===== src/rtl/ssrx_pkg.sv =====
package ssrx_pkg;
    typedef enum logic [1:0] {
        ST_IDLE = 2'd0,
        ST_INIT = 2'd1,
        ST_RECV = 2'd2,
        ST_HALT = 2'd3
    } rx_state_e;

    localparam int REG_AW = 2;

    localparam logic [REG_AW-1:0] A_DATA = 2'd0;
    localparam logic [REG_AW-1:0] A_STAT = 2'd1;
    localparam logic [REG_AW-1:0] A_CTRL = 2'd2;

    localparam int SB_FULL = 0;
    localparam int SB_OVR  = 1;
    localparam int SB_FER  = 2;
    localparam int SB_PER  = 3;
    localparam int CB_IEN  = 0;
endpackage


===== src/rtl/ssrx_clkgen.sv =====
module ssrx_clkgen #(
    parameter int HALF_DIV    = 4,
    parameter int SYNC_STAGES = 2
) (
    input  logic clk,
    input  logic rst_n,
    input  logic use_int,
    input  logic run,
    input  logic sck_pin,
    input  logic sdata_pin,
    output logic sck_drv,
    output logic samp_pulse,
    output logic sdata_sync
);
    localparam int DCW = (HALF_DIV > 1) ? $clog2(HALF_DIV) : 1;
    localparam logic [DCW-1:0] DLAST = DCW'(HALF_DIV - 1);

    logic [SYNC_STAGES-1:0] sck_sync;
    logic [SYNC_STAGES-1:0] dat_sync;
    logic                   sck_prev;
    logic [DCW-1:0]         div_cnt;
    logic                   ext_rise;
    logic                   int_rise;

    // Synchronizer chains for clock and data, kept equal in length.
    genvar g;
    generate
        for (g = 0; g < SYNC_STAGES; g++) begin : g_sync
            always_ff @(posedge clk or negedge rst_n) begin
                if (!rst_n) begin
                    sck_sync[g] <= 1'b0;
                    dat_sync[g] <= 1'b0;
                end else if (g == 0) begin
                    sck_sync[g] <= sck_pin;
                    dat_sync[g] <= sdata_pin;
                end else begin
                    sck_sync[g] <= sck_sync[(g > 0) ? g - 1 : 0];
                    dat_sync[g] <= dat_sync[(g > 0) ? g - 1 : 0];
                end
            end
        end
    endgenerate

    always_ff @(posedge clk or negedge rst_n) begin
        if (!rst_n) begin
            sck_prev <= 1'b0;
        end else begin
            sck_prev <= sck_sync[SYNC_STAGES-1];
        end
    end

    assign ext_rise = sck_sync[SYNC_STAGES-1] & ~sck_prev;

    // Internal divider: idle low, toggles every HALF_DIV cycles while run.
    always_ff @(posedge clk or negedge rst_n) begin
        if (!rst_n) begin
            div_cnt <= '0;
            sck_drv <= 1'b0;
        end else if (!run) begin
            div_cnt <= '0;
            sck_drv <= 1'b0;
        end else if (div_cnt == DLAST) begin
            div_cnt <= '0;
            sck_drv <= ~sck_drv;
        end else begin
            div_cnt <= div_cnt + 1'b1;
        end
    end

    assign int_rise   = run & (div_cnt == DLAST) & ~sck_drv;
    assign samp_pulse = use_int ? int_rise : ext_rise;
    assign sdata_sync = dat_sync[SYNC_STAGES-1];
endmodule


===== src/rtl/ssrx_shifter.sv =====
module ssrx_shifter #(
    parameter int FRAME_W = 8
) (
    input  logic               clk,
    input  logic               rst_n,
    input  logic               clear,
    input  logic               shift_en,
    input  logic               din,
    output logic               frame_done,
    output logic [FRAME_W-1:0] frame_byte
);
    localparam int CW = (FRAME_W > 1) ? $clog2(FRAME_W) : 1;
    localparam logic [CW-1:0] CLAST = CW'(FRAME_W - 1);

    logic [FRAME_W-1:0] sr;
    logic [CW-1:0]      bit_cnt;

    always_ff @(posedge clk or negedge rst_n) begin
        if (!rst_n) begin
            sr      <= '0;
            bit_cnt <= '0;
        end else if (clear) begin
            sr      <= '0;
            bit_cnt <= '0;
        end else if (shift_en) begin
            sr      <= {din, sr[FRAME_W-1:1]};
            bit_cnt <= (bit_cnt == CLAST) ? '0 : bit_cnt + 1'b1;
        end
    end

    // Completion is flagged in the cycle the counter wraps.
    assign frame_done = shift_en & (bit_cnt == CLAST);
    assign frame_byte = {din, sr[FRAME_W-1:1]};
endmodule


===== src/rtl/ssrx_ctrl.sv =====
module ssrx_ctrl
    import ssrx_pkg::*;
(
    input  logic      clk,
    input  logic      rst_n,
    input  logic      rx_en,
    input  logic      use_int,
    input  logic      blocked,
    input  logic      ovr_evt,
    output rx_state_e state,
    output logic      shift_gate,
    output logic      clear_shift,
    output logic      clk_run
);
    rx_state_e nxt;

    always_comb begin
        nxt = state;
        unique case (state)
            ST_IDLE: if (rx_en && !blocked) nxt = ST_INIT;
            ST_INIT: nxt = rx_en ? ST_RECV : ST_IDLE;
            ST_RECV: begin
                if (!rx_en)       nxt = ST_IDLE;
                else if (ovr_evt) nxt = ST_HALT;
            end
            ST_HALT: begin
                if (!rx_en)        nxt = ST_IDLE;
                else if (!blocked) nxt = ST_INIT;
            end
            default: nxt = ST_IDLE;
        endcase
    end

    always_ff @(posedge clk or negedge rst_n) begin
        if (!rst_n) state <= ST_IDLE;
        else        state <= nxt;
    end

    always_comb begin
        shift_gate  = 1'b0;
        clear_shift = 1'b1;
        clk_run     = 1'b0;
        unique case (state)
            ST_IDLE: ;
            ST_INIT: clk_run = rx_en & use_int;
            ST_RECV: begin
                shift_gate  = rx_en;
                clear_shift = ~rx_en;
                clk_run     = rx_en & use_int;
            end
            ST_HALT: ;
            default: ;
        endcase
    end
endmodule


===== src/rtl/ssrx_regs.sv =====
module ssrx_regs
    import ssrx_pkg::*;
#(
    parameter int FRAME_W = 8
) (
    input  logic               clk,
    input  logic               rst_n,
    input  logic               frame_done,
    input  logic [FRAME_W-1:0] frame_byte,
    input  logic               wr_en,
    input  logic [REG_AW-1:0]  addr,
    input  logic [7:0]         wr_data,
    output logic [7:0]         rd_data,
    output logic [FRAME_W-1:0] rx_data,
    output logic               full,
    output logic               ovr,
    output logic               blocked,
    output logic               irq_en,
    output logic               irq_rx,
    output logic               irq_err
);
    logic fer;
    logic per;
    logic unused_wd;

    assign unused_wd = ^wr_data[7:4];

    always_ff @(posedge clk or negedge rst_n) begin
        if (!rst_n) begin
            rx_data <= '0;
            full    <= 1'b0;
            ovr     <= 1'b0;
            fer     <= 1'b0;
            per     <= 1'b0;
            irq_en  <= 1'b0;
        end else begin
            if (wr_en && addr == A_STAT) begin
                full <= full & wr_data[SB_FULL];
                ovr  <= ovr  & wr_data[SB_OVR];
                fer  <= fer  & wr_data[SB_FER];
                per  <= per  & wr_data[SB_PER];
            end
            if (wr_en && addr == A_CTRL) begin
                irq_en <= wr_data[CB_IEN];
            end
            if (frame_done) begin
                if (full) begin
                    ovr <= 1'b1;
                end else begin
                    rx_data <= frame_byte;
                    full    <= 1'b1;
                end
            end
        end
    end

    assign blocked = full | ovr | fer | per;
    assign irq_rx  = irq_en & full;
    assign irq_err = irq_en & (ovr | fer | per);

    always_comb begin
        rd_data = '0;
        unique case (addr)
            A_DATA:  rd_data = 8'(rx_data);
            A_STAT:  rd_data = {4'b0, per, fer, ovr, full};
            A_CTRL:  rd_data = {7'b0, irq_en};
            default: rd_data = '0;
        endcase
    end
endmodule


===== src/rtl/sync_serial_rx.sv =====
module sync_serial_rx
    import ssrx_pkg::*;
#(
    parameter int FRAME_W     = 8,
    parameter int HALF_DIV    = 4,
    parameter int SYNC_STAGES = 2
) (
    input  logic             clk,
    input  logic             rst_n,
    input  logic             rx_en,
    input  logic             clk_sel,
    input  logic             sck_in,
    input  logic             sdata_in,
    input  logic             wr_en,
    input  logic [REG_AW-1:0] addr,
    input  logic [7:0]       wr_data,
    output logic [7:0]       rd_data,
    output logic             sck_out,
    output logic             irq_rx,
    output logic             irq_err
);
    rx_state_e          state;
    logic               shift_gate;
    logic               clear_shift;
    logic               clk_run;
    logic               samp_pulse;
    logic               sdata_sync;
    logic               frame_done;
    logic [FRAME_W-1:0] frame_byte;
    logic [FRAME_W-1:0] rx_data;
    logic               full;
    logic               ovr;
    logic               blocked;
    logic               irq_en;

    ssrx_clkgen #(.HALF_DIV(HALF_DIV), .SYNC_STAGES(SYNC_STAGES)) u_clkgen (
        .clk        (clk),
        .rst_n      (rst_n),
        .use_int    (clk_sel),
        .run        (clk_run),
        .sck_pin    (sck_in),
        .sdata_pin  (sdata_in),
        .sck_drv    (sck_out),
        .samp_pulse (samp_pulse),
        .sdata_sync (sdata_sync)
    );

    ssrx_ctrl u_ctrl (
        .clk         (clk),
        .rst_n       (rst_n),
        .rx_en       (rx_en),
        .use_int     (clk_sel),
        .blocked     (blocked),
        .ovr_evt     (frame_done & full),
        .state       (state),
        .shift_gate  (shift_gate),
        .clear_shift (clear_shift),
        .clk_run     (clk_run)
    );

    ssrx_shifter #(.FRAME_W(FRAME_W)) u_shift (
        .clk        (clk),
        .rst_n      (rst_n),
        .clear      (clear_shift),
        .shift_en   (samp_pulse & shift_gate),
        .din        (sdata_sync),
        .frame_done (frame_done),
        .frame_byte (frame_byte)
    );

    ssrx_regs #(.FRAME_W(FRAME_W)) u_regs (
        .clk        (clk),
        .rst_n      (rst_n),
        .frame_done (frame_done),
        .frame_byte (frame_byte),
        .wr_en      (wr_en),
        .addr       (addr),
        .wr_data    (wr_data),
        .rd_data    (rd_data),
        .rx_data    (rx_data),
        .full       (full),
        .ovr        (ovr),
        .blocked    (blocked),
        .irq_en     (irq_en),
        .irq_rx     (irq_rx),
        .irq_err    (irq_err)
    );
endmodule


===== config.mk =====
export PLATFORM = sky130hd
export DESIGN_NAME = sync_serial_rx
export DESIGN_NICKNAME = d
export VERILOG_FILES = /design/src/rtl/ssrx_pkg.sv /design/src/rtl/ssrx_clkgen.sv /design/src/rtl/ssrx_shifter.sv /design/src/rtl/ssrx_ctrl.sv /design/src/rtl/ssrx_regs.sv /design/src/rtl/sync_serial_rx.sv
export SDC_FILE = /design/constraint.sdc
export NUM_CORES = 1
export LEC_CHECK = 0
export ABC_AREA = 1
export BUFFER_PORTS_ARGS = -buffer_cell sky130_fd_sc_hd__buf_2
export CORE_ASPECT_RATIO = 0.5
export CORE_MARGIN = 8
export CORE_UTILIZATION = 57
export CTS_BUF_LIST = sky130_fd_sc_hd__clkbuf_8
export DETAILED_ROUTE_END_ITERATION = 8
export PLACE_DENSITY_LB_ADDON = 0.25
export SYNTH_ARGS = -nofsm -noshare
export SYNTH_HDL_FRONTEND = slang
export SYNTH_HIERARCHICAL = 1
export SYNTH_SLANG_ARGS = --single-unit

===== constraint.sdc =====
create_clock -name clk -period 3 [get_ports clk]
set_input_delay 0 -clock clk [delete_from_list [all_inputs] [get_ports clk]]
set_output_delay 0 -clock clk [all_outputs]
set_load 0.005 [all_outputs]

==> results.yml, run 1 <==
logic_synthesis:
  ys_warn_count: 6
  syn_area_um2: 1600
  synth_top_area_cell: "dfrtp_1"
  synth_top_family_by_area: "simple AND/OR/NAND/NOR gates"
  synth_xor_area_share_pct: 0
  synth_compound_area_share_pct: 5.24
  ys_async_sr_fraction_pct: 100
  yosys.area_share.simple_pct: 28.2
  synthAdderAreaFrac_pct: 5.48
  muxShareOfSynthArea_pct: 0
  ys_types: 23
  synth_edf_count: 0
  synth_top_cells_by_area: "dfrtp_1 (52%), nand2_1 (12%), nand3_1 (7.2%)"
  synth_seq_cells: 33
  syn_inst: 193
  synth_ff_type: "dfrtp_1"
  synth_most_common_cell: "nand2_1"
  synth_nets: 217
  synth_seq_area_share_pct: 51.6
  ys_top_cells_by_count: "nand2_1 (51), dfrtp_1 (33), inv_1 (28), nand3_1 (23), nor2_1 (17)"
  syn_avg_cell_area_um2: 8.29
  yosys.area.top_type_share_pct: 51.6
finish:
  drive_above_1_share_pct: 18.9
  nets: 250
  multiInputGateArea_um2: 622
  ff_latch_area_um2: 826
  fillers: 223
  num_antenna_cells: 0
  stdcell_count: 264
  areaGrowthSynthToFinish_pct: 19.5
  final_util_pct: 72.5
floorplan:
  placementRows: 13
  core_area_um2: 2640
  die_h_um: 53.5
  design.portCount: 28
  die_x_um: 90.9
  dieArea_um2: 4860
  start_util_pct: 60.7
sta:
  skew_ps: 2.69
  finalCritPeriodShare_pct: 79.1
  fin_ws_ps: 627
  drv_slew: 0
  tightest_slew_ps: 725
  hold_viol: 0
  rsz0062_at_grt: "false"
  fin_crit_ps: 2370
  setup_tns_ps: 0
  hold_slack_ps: 27.4
  final-setup-viol-count: 0
  slew_headroom_pct: 51.7
  max_freq_mhz: 421
routing:
  drt-initial-drc-count: 57
  drc: 0
  ant_nets: 0
  wirelength_um: 3000
  routedWlPerCell_um: 11.4
  first_pass_iters: 4
  vias: 1284
  viasPerCell: 4.86
worst_setup_path:
  worstRegToRegCells: 16
  r2r-end: "u_ctrl/state[1]$_DFFE_PN0P_"
  path_max_fanout: 13
  reg2reg_setup_slack_ps: 630
  timing_worst_setup_path_type: "register to register"
  end_kind: "register"
  start_kind: "register"
  crit_arrival_ps: 2540
  regToRegStartpoint: "u_ctrl/state[0]$_DFFE_PN0P_"
  crit_required_ps: 3160
outcome:
  status: "completed"
clock_network:
  numCtsBuffers: 5
  cts.repair.resized: 0
  clkSinkCount: 33
  clk_pin_slew_ps: 70
  cts_htree_levels: 2
  cts_max_path_buffers: 2
  cts_tree: "built"
  cts_root_buf: "clkbuf_8"
  cts_setup_buffers: 0
  clkLatencyLatePin_ps: 270
grt:
  antenna_found_initial: 0
  grt_start_max_net_pins: 34
  grt_usage_pct: 13.4
  grt_overflow: 0
  grt_pass1_wl_um: 5200
  grt_pass1_vias: 1209
placement:
  io_buffers: 23
  dpl.hpwl_um: 2100
  gp_congestion: 0.755
  placed_cells: 250
  post-place-ws_ps: 641
worst_hold_path:
  hold_start: "wr_en"
  hold_end: "u_regs/ovr$_DFF_PN0_"
  hp-class: "input pin to register"
  min_path_cells: 3
pwr:
  worst_ir_drop_vdd_uv: 419
  power.leakage_nw: 1.10
  power.density_nw_per_um2: 580
job:
  cap_violations: 0
-- state kept, by name, summed over array words and instances, names as in the netlist, 2 cells and up --
signal             count
u_regs/rx_data         8
u_clkgen/div_cnt       2
u_shift/sr             7
u_clkgen/sck_sync      2
u_ctrl/state           2
u_shift/bit_cnt        3
-- per-stage QoR --
step	power, mW	area (µm²)
final	1.11	1910
after detailed placement	0.687	1730
after global placement	0.677	1730
after global routing	1.17	1910
after CTS	1.12	1900
after floorplan	0.634	1600
-- worst max path at each step --
stage,from,to,slack [ps],cells past startpoint
6_report,u_ctrl/state[0]$_DFFE_PN0P_,u_ctrl/state[1]$_DFFE_PN0P_,630,16
5_1_grt,u_ctrl/state[1]$_DFFE_PN0P_,u_ctrl/state[1]$_DFFE_PN0P_,410,16
4_1_cts,u_ctrl/state[0]$_DFFE_PN0P_,u_ctrl/state[1]$_DFFE_PN0P_,620,16
3_5_place_dp,u_ctrl/state[1]$_DFFE_PN0P_,u_ctrl/state[1]$_DFFE_PN0P_,640,16
3_3_place_gp,u_ctrl/state[0]$_DFFE_PN0P_,u_ctrl/state[1]$_DFFE_PN0P_,660,16
2_1_floorplan,u_ctrl/state[1]$_DFFE_PN0P_,u_ctrl/state[1]$_DFFE_PN0P_,920,17
-- cell type report --
class,count,area share [%]
Clock buffer,6,4.32
Sequential cell,33,43.2
Inverter,33,6.55
Multi-Input combinational cell,124,32.5
Timing Repair Buffer,29,9.17
Clock inverter,2,1.77
Tap cell,37,2.42
-- cells by family (layout without fill, tap and decap cells) --
| group | count (synthesis) | in the layout |
|---|---|---|
| AND/OR/NAND/NOR | 102 | 102 |
| buffers and inverters | 36 | 70 |
| flip-flops | 33 | 33 |
| AO/OA/AOI/OAI | 15 | 15 |
| adder cells (fa/ha/maj) | 7 | 7 |
-- placed cells by master (no fill, tap or decap) --
cell	Yosys	routed
nand2_4	2	2
a21oi_1	3	3
inv_2	3	3
clkbuf_8	0	6
ha_1	7	7
a21oi_2	1	1
clkinv_2	1	1
inv_1	28	29
o21ai_0	8	8
nand3b_1	1	1
nand4_1	2	2
and3_1	1	1
nand3_1	23	23
dlygate4sd3_1	0	6
buf_2	0	23
dfrtp_1	33	33
o21ai_1	1	1
a31oi_1	1	1
nand2_2	3	3
nor2_1	17	17
bufinv_16	0	1
nand2_1	51	51
clkinv_1	1	1
nor2_2	2	2
o21ai_2	1	1
-- layer usage --
layer | track usage [%] | share of wire, % | wire length, µm
met5 | 0 | 0 | 0
met4 | 3.22 | 0 | 0
met3 | 6.34 | 6.9 | 206
met2 | 22.4 | 44 | 1330
met1 | 15.6 | 49 | 1460
-- worst max-delay path, cell delays in order, from the launching register on --
cell and delay, ps:
dfrtp_1 420, inv_1 80, ha_1 270, and3_1 230
nand4_1 100, nand2_1 70, nand2_1 50, inv_1 270
nand2_1 100, inv_1 210, nand2_1 110, inv_1 80
inv_2 40, nand2_4 70, nand2_2 50, nand2_1 50
nand2_1 50
-- where the power goes --
part,internal [mW],leakage [nW],switching [mW],total (mW)
Combinational,0.0722,0.616,0.116,0.189
Sequential,0.471,0.424,0.0254,0.497
Clock,0.267,0.0626,0.155,0.423
Total,0.811,1.10,0.297,1.11
-- what timing repair did --
item / 4_1_cts / 5_1_grt
hold buffers: 5 / 1
endpoints found under the hold margin: 37 / 1
setup endpoints to repair: 0 / 0
(Power assumes the default switching activity.)
==> inputs of run 2 (changes only) <==
ABC_AREA = 0   (was 1)
clock period = 2.4 ns   (was 3 ns; I/O delays follow)
==> results.yml, run 2 <==
floorplan:
  start_util_pct: 61.1
  dieArea_um2: 4880
  core_area_um2: 2640
  design.portCount: 28
  die_h_um: 53.6
  placementRows: 13
  die_x_um: 91.1
clock_network:
  clkLatencyLatePin_ps: 280
  clk_pin_slew_ps: 70
  clkSinkCount: 33
  cts_htree_levels: 2
  cts_max_path_buffers: 2
  numCtsBuffers: 5
  cts_root_buf: "clkbuf_8"
  cts_tree: "built"
routing:
  routedWlPerCell_um: 14.7
  first_pass_iters: 4
  vias: 1043
  ant_nets: 0
  drt-initial-drc-count: 46
  drc: 0
  viasPerCell: 5.24
  wirelength_um: 2920
logic_synthesis:
  yosys.area.top_type_share_pct: 51.3
  synth_most_common_cell: "dfrtp_1"
  ys_async_sr_fraction_pct: 100
  ys_types: 35
  syn_avg_cell_area_um2: 12.7
  synth_edf_count: 0
  ys_top_cells_by_count: "dfrtp_1 (33), nor2_1 (15), mux2i_1 (14), and2_1 (8), mux2_4 (8)"
  synth_top_cells_by_area: "dfrtp_1 (51%), mux2i_1 (8.7%), mux2_4 (7.5%)"
  ys_warn_count: 6
  synth_nets: 151
  synth_top_area_cell: "dfrtp_1"
  synth_seq_cells: 33
  syn_area_um2: 1610
  syn_inst: 127
  synth_ff_type: "dfrtp_1"
  synth_seq_area_share_pct: 51.3
worst_setup_path:
  worstRegToRegCells: 10
  critPathMostFrequentCell: "and2_1"
  crit_required_ps: 2560
  crit_path_cell_trace: "inv_2, ha_1, and3_2, a32o_1, and2_1, and2_4, and2_1, o22ai_2, nor4b_2, o21bai_2"
  reg2reg_setup_slack_ps: 110
  start_kind: "register"
  path_max_fanout: 4
  r2r-end: "u_ctrl/state[1]$_DFFE_PN0P_"
  crit_path_end: "u_ctrl/state[1]$_DFFE_PN0P_"
  cpPeakStageDelay_ps: 370
  worst-path-stages: 10
  crit_arrival_ps: 2440
  crit_buf_inv: 1
  cp_top_family: "simple AND/OR/NAND/NOR gates"
  timing_worst_setup_path_type: "register to register"
  crit_slowest_cell: "dfrtp_1"
  critical_path.startpoint: "u_ctrl/state[0]$_DFFE_PN0P_"
  end_kind: "register"
  regToRegStartpoint: "u_ctrl/state[0]$_DFFE_PN0P_"
sta:
  final-setup-viol-count: 0
  slew_headroom_pct: 53.3
  max_freq_mhz: 437
  hold_viol: 0
  tightest_slew_ps: 700
  fin_crit_ps: 2290
  skew_ps: 8.40
  drv_slew: 0
  hold_slack_ps: 22.5
  finalCritPeriodShare_pct: 95.2
pwr:
  power.density_nw_per_um2: 652
  worst_ir_drop_vdd_uv: 423
  p_clk_share_pct: 32.3
  switchingPower_mw: 0.328
  p_sw_share_pct: 26.3
  power.leakage_nw: 0.958
  internal_power_mw: 0.921
  comb_power_share_pct: 19.3
  seq_power_share_pct: 48.5
finish:
  largest_reg_flops: 8
  top_register: "u_regs/rx_data"
  final_cell_mix: "dfrtp_1 (33), buf_2 (23), nor2_1 (15)"
  nets: 186
  num_antenna_cells: 0
  areaGrowthSynthToFinish_pct: 19.1
  top_regs: "u_regs/rx_data: 8 flops, u_shift/sr: 7 flops, u_shift/bit_cnt: 3 flops"
  stdcell_count: 199
  drive_above_1_share_pct: 33.3
  final_common_cell: "dfrtp_1"
  fin_area_um2: 1920
placement:
  io_buffers: 23
  placed_cell_area_um2: 1750
  dpl.hpwl_um: 2160
  gp_congestion: 0.763
  placed_cells: 185
grt:
  grt_overflow: 0
  grt_start_max_net_pins: 34
  grt_pass1_wl_um: 4820
  grt_pass1_vias: 1055
  antenna_found_initial: 0
  grt_usage_pct: 13.0
job:
  cap_violations: 0
worst_hold_path:
  hp-class: "input pin to register"
outcome:
  status: "completed"
## run 2: cell count changes after synthesis, sizes merged, moves of 3 or more
cell | previous run | this run
and2 | 0 | 9
o21a | 0 | 3
inv | 31 | 4
nand3 | 23 | 0
mux2i | 0 | 14
nor2b | 0 | 4
mux2 | 0 | 9
nor2 | 19 | 15
o21ai | 10 | 2
nand3b | 1 | 4
nand2 | 56 | 1
## run 2: layout make-up
class / instances / area (µm²)
Inverter: 4 / 15.0
Fill cell: 185 / 718
Clock inverter: 1 / 3.75
Clock buffer: 6 / 82.6
Timing Repair Buffer: 33 / 205
Sequential cell: 33 / 826
Tap cell: 37 / 46.3
Multi-Input combinational cell: 85 / 738
## run 2: kinds of logic (layout without fill, tap and decap cells)
group / after synthesis / after routing / share of synthesized area [%]
simple gates: 41 / 41 / 15.9
compound gates: 14 / 14 / 6.92
fa+ha+maj: 7 / 7 / 5.44
mux: 23 / 23 / 16.9
flops: 33 / 33 / 51.3
buf+inv: 9 / 44 / 3.50
## run 2: routing by layer
layer	share of wire [%]	wire length, µm	up-vias	global-route usage [%]
met5	0	0	-	0
met4	0.27	8	0	6.17
met3	4.7	136	2	5.82
met2	52	1530	13	23.7
met1	43	1250	517	13.2
li1	-	-	511	-
## run 2: what timing repair did
action,in CTS,in global routing
endpoints found under the hold margin,38,0
pin swaps,0,1
hold buffers,6,0
gates resized for setup,1,3
endpoints found under the setup margin,8,10
setup buffers,0,1
## run 2: stage by stage
step                      setup TNS [ps]  worst slack, ps  total power, mW  utilization [%]
final                                  0              114             1.25             72.7
after global routing               -15.7            -15.7             1.32             72.7
after CTS                              0             43.1             1.25             72.2
after detailed placement            -515            -72.1            0.827             66.5
after global placement                 0             36.0            0.816             66.5
after floorplan                        0             22.8            0.760                -
## run 2: worst register-to-register path: stages, from the launching register on
cell and delay (ps):
dfrtp_1 370, inv_2 60, ha_1 280, and3_2 230
a32o_1 220, and2_1 170, and2_4 170, and2_1 160
o22ai_2 230, nor4b_2 80, o21bai_2 190
## run 2: power groups by stage
stage | combinational, mW | sequential [mW] | clock, mW
after floorplan | 0.150 | 0.609 | 0
after global placement | 0.202 | 0.614 | 0
after detailed placement | 0.209 | 0.617 | 0
after CTS | 0.218 | 0.607 | 0.420
after global routing | 0.268 | 0.609 | 0.446
final | 0.240 | 0.605 | 0.403
## run 2: worst min-delay path by stage
stage,startpoint,slack [ps],endpoint,cells after the start
after floorplan,rst_n,-300,u_clkgen/dat_sync[0]$_DFF_PN0_,0
after global placement,rst_n,90,u_ctrl/state[1]$_DFFE_PN0P_,1
after detailed placement,rst_n,90,u_clkgen/div_cnt[0]$_DFF_PN0_,1
after CTS,wr_data[1],10,u_regs/ovr$_DFF_PN0_,3
after global routing,wr_data[1],30,u_regs/ovr$_DFF_PN0_,3
final,wr_data[1],20,u_regs/ovr$_DFF_PN0_,3
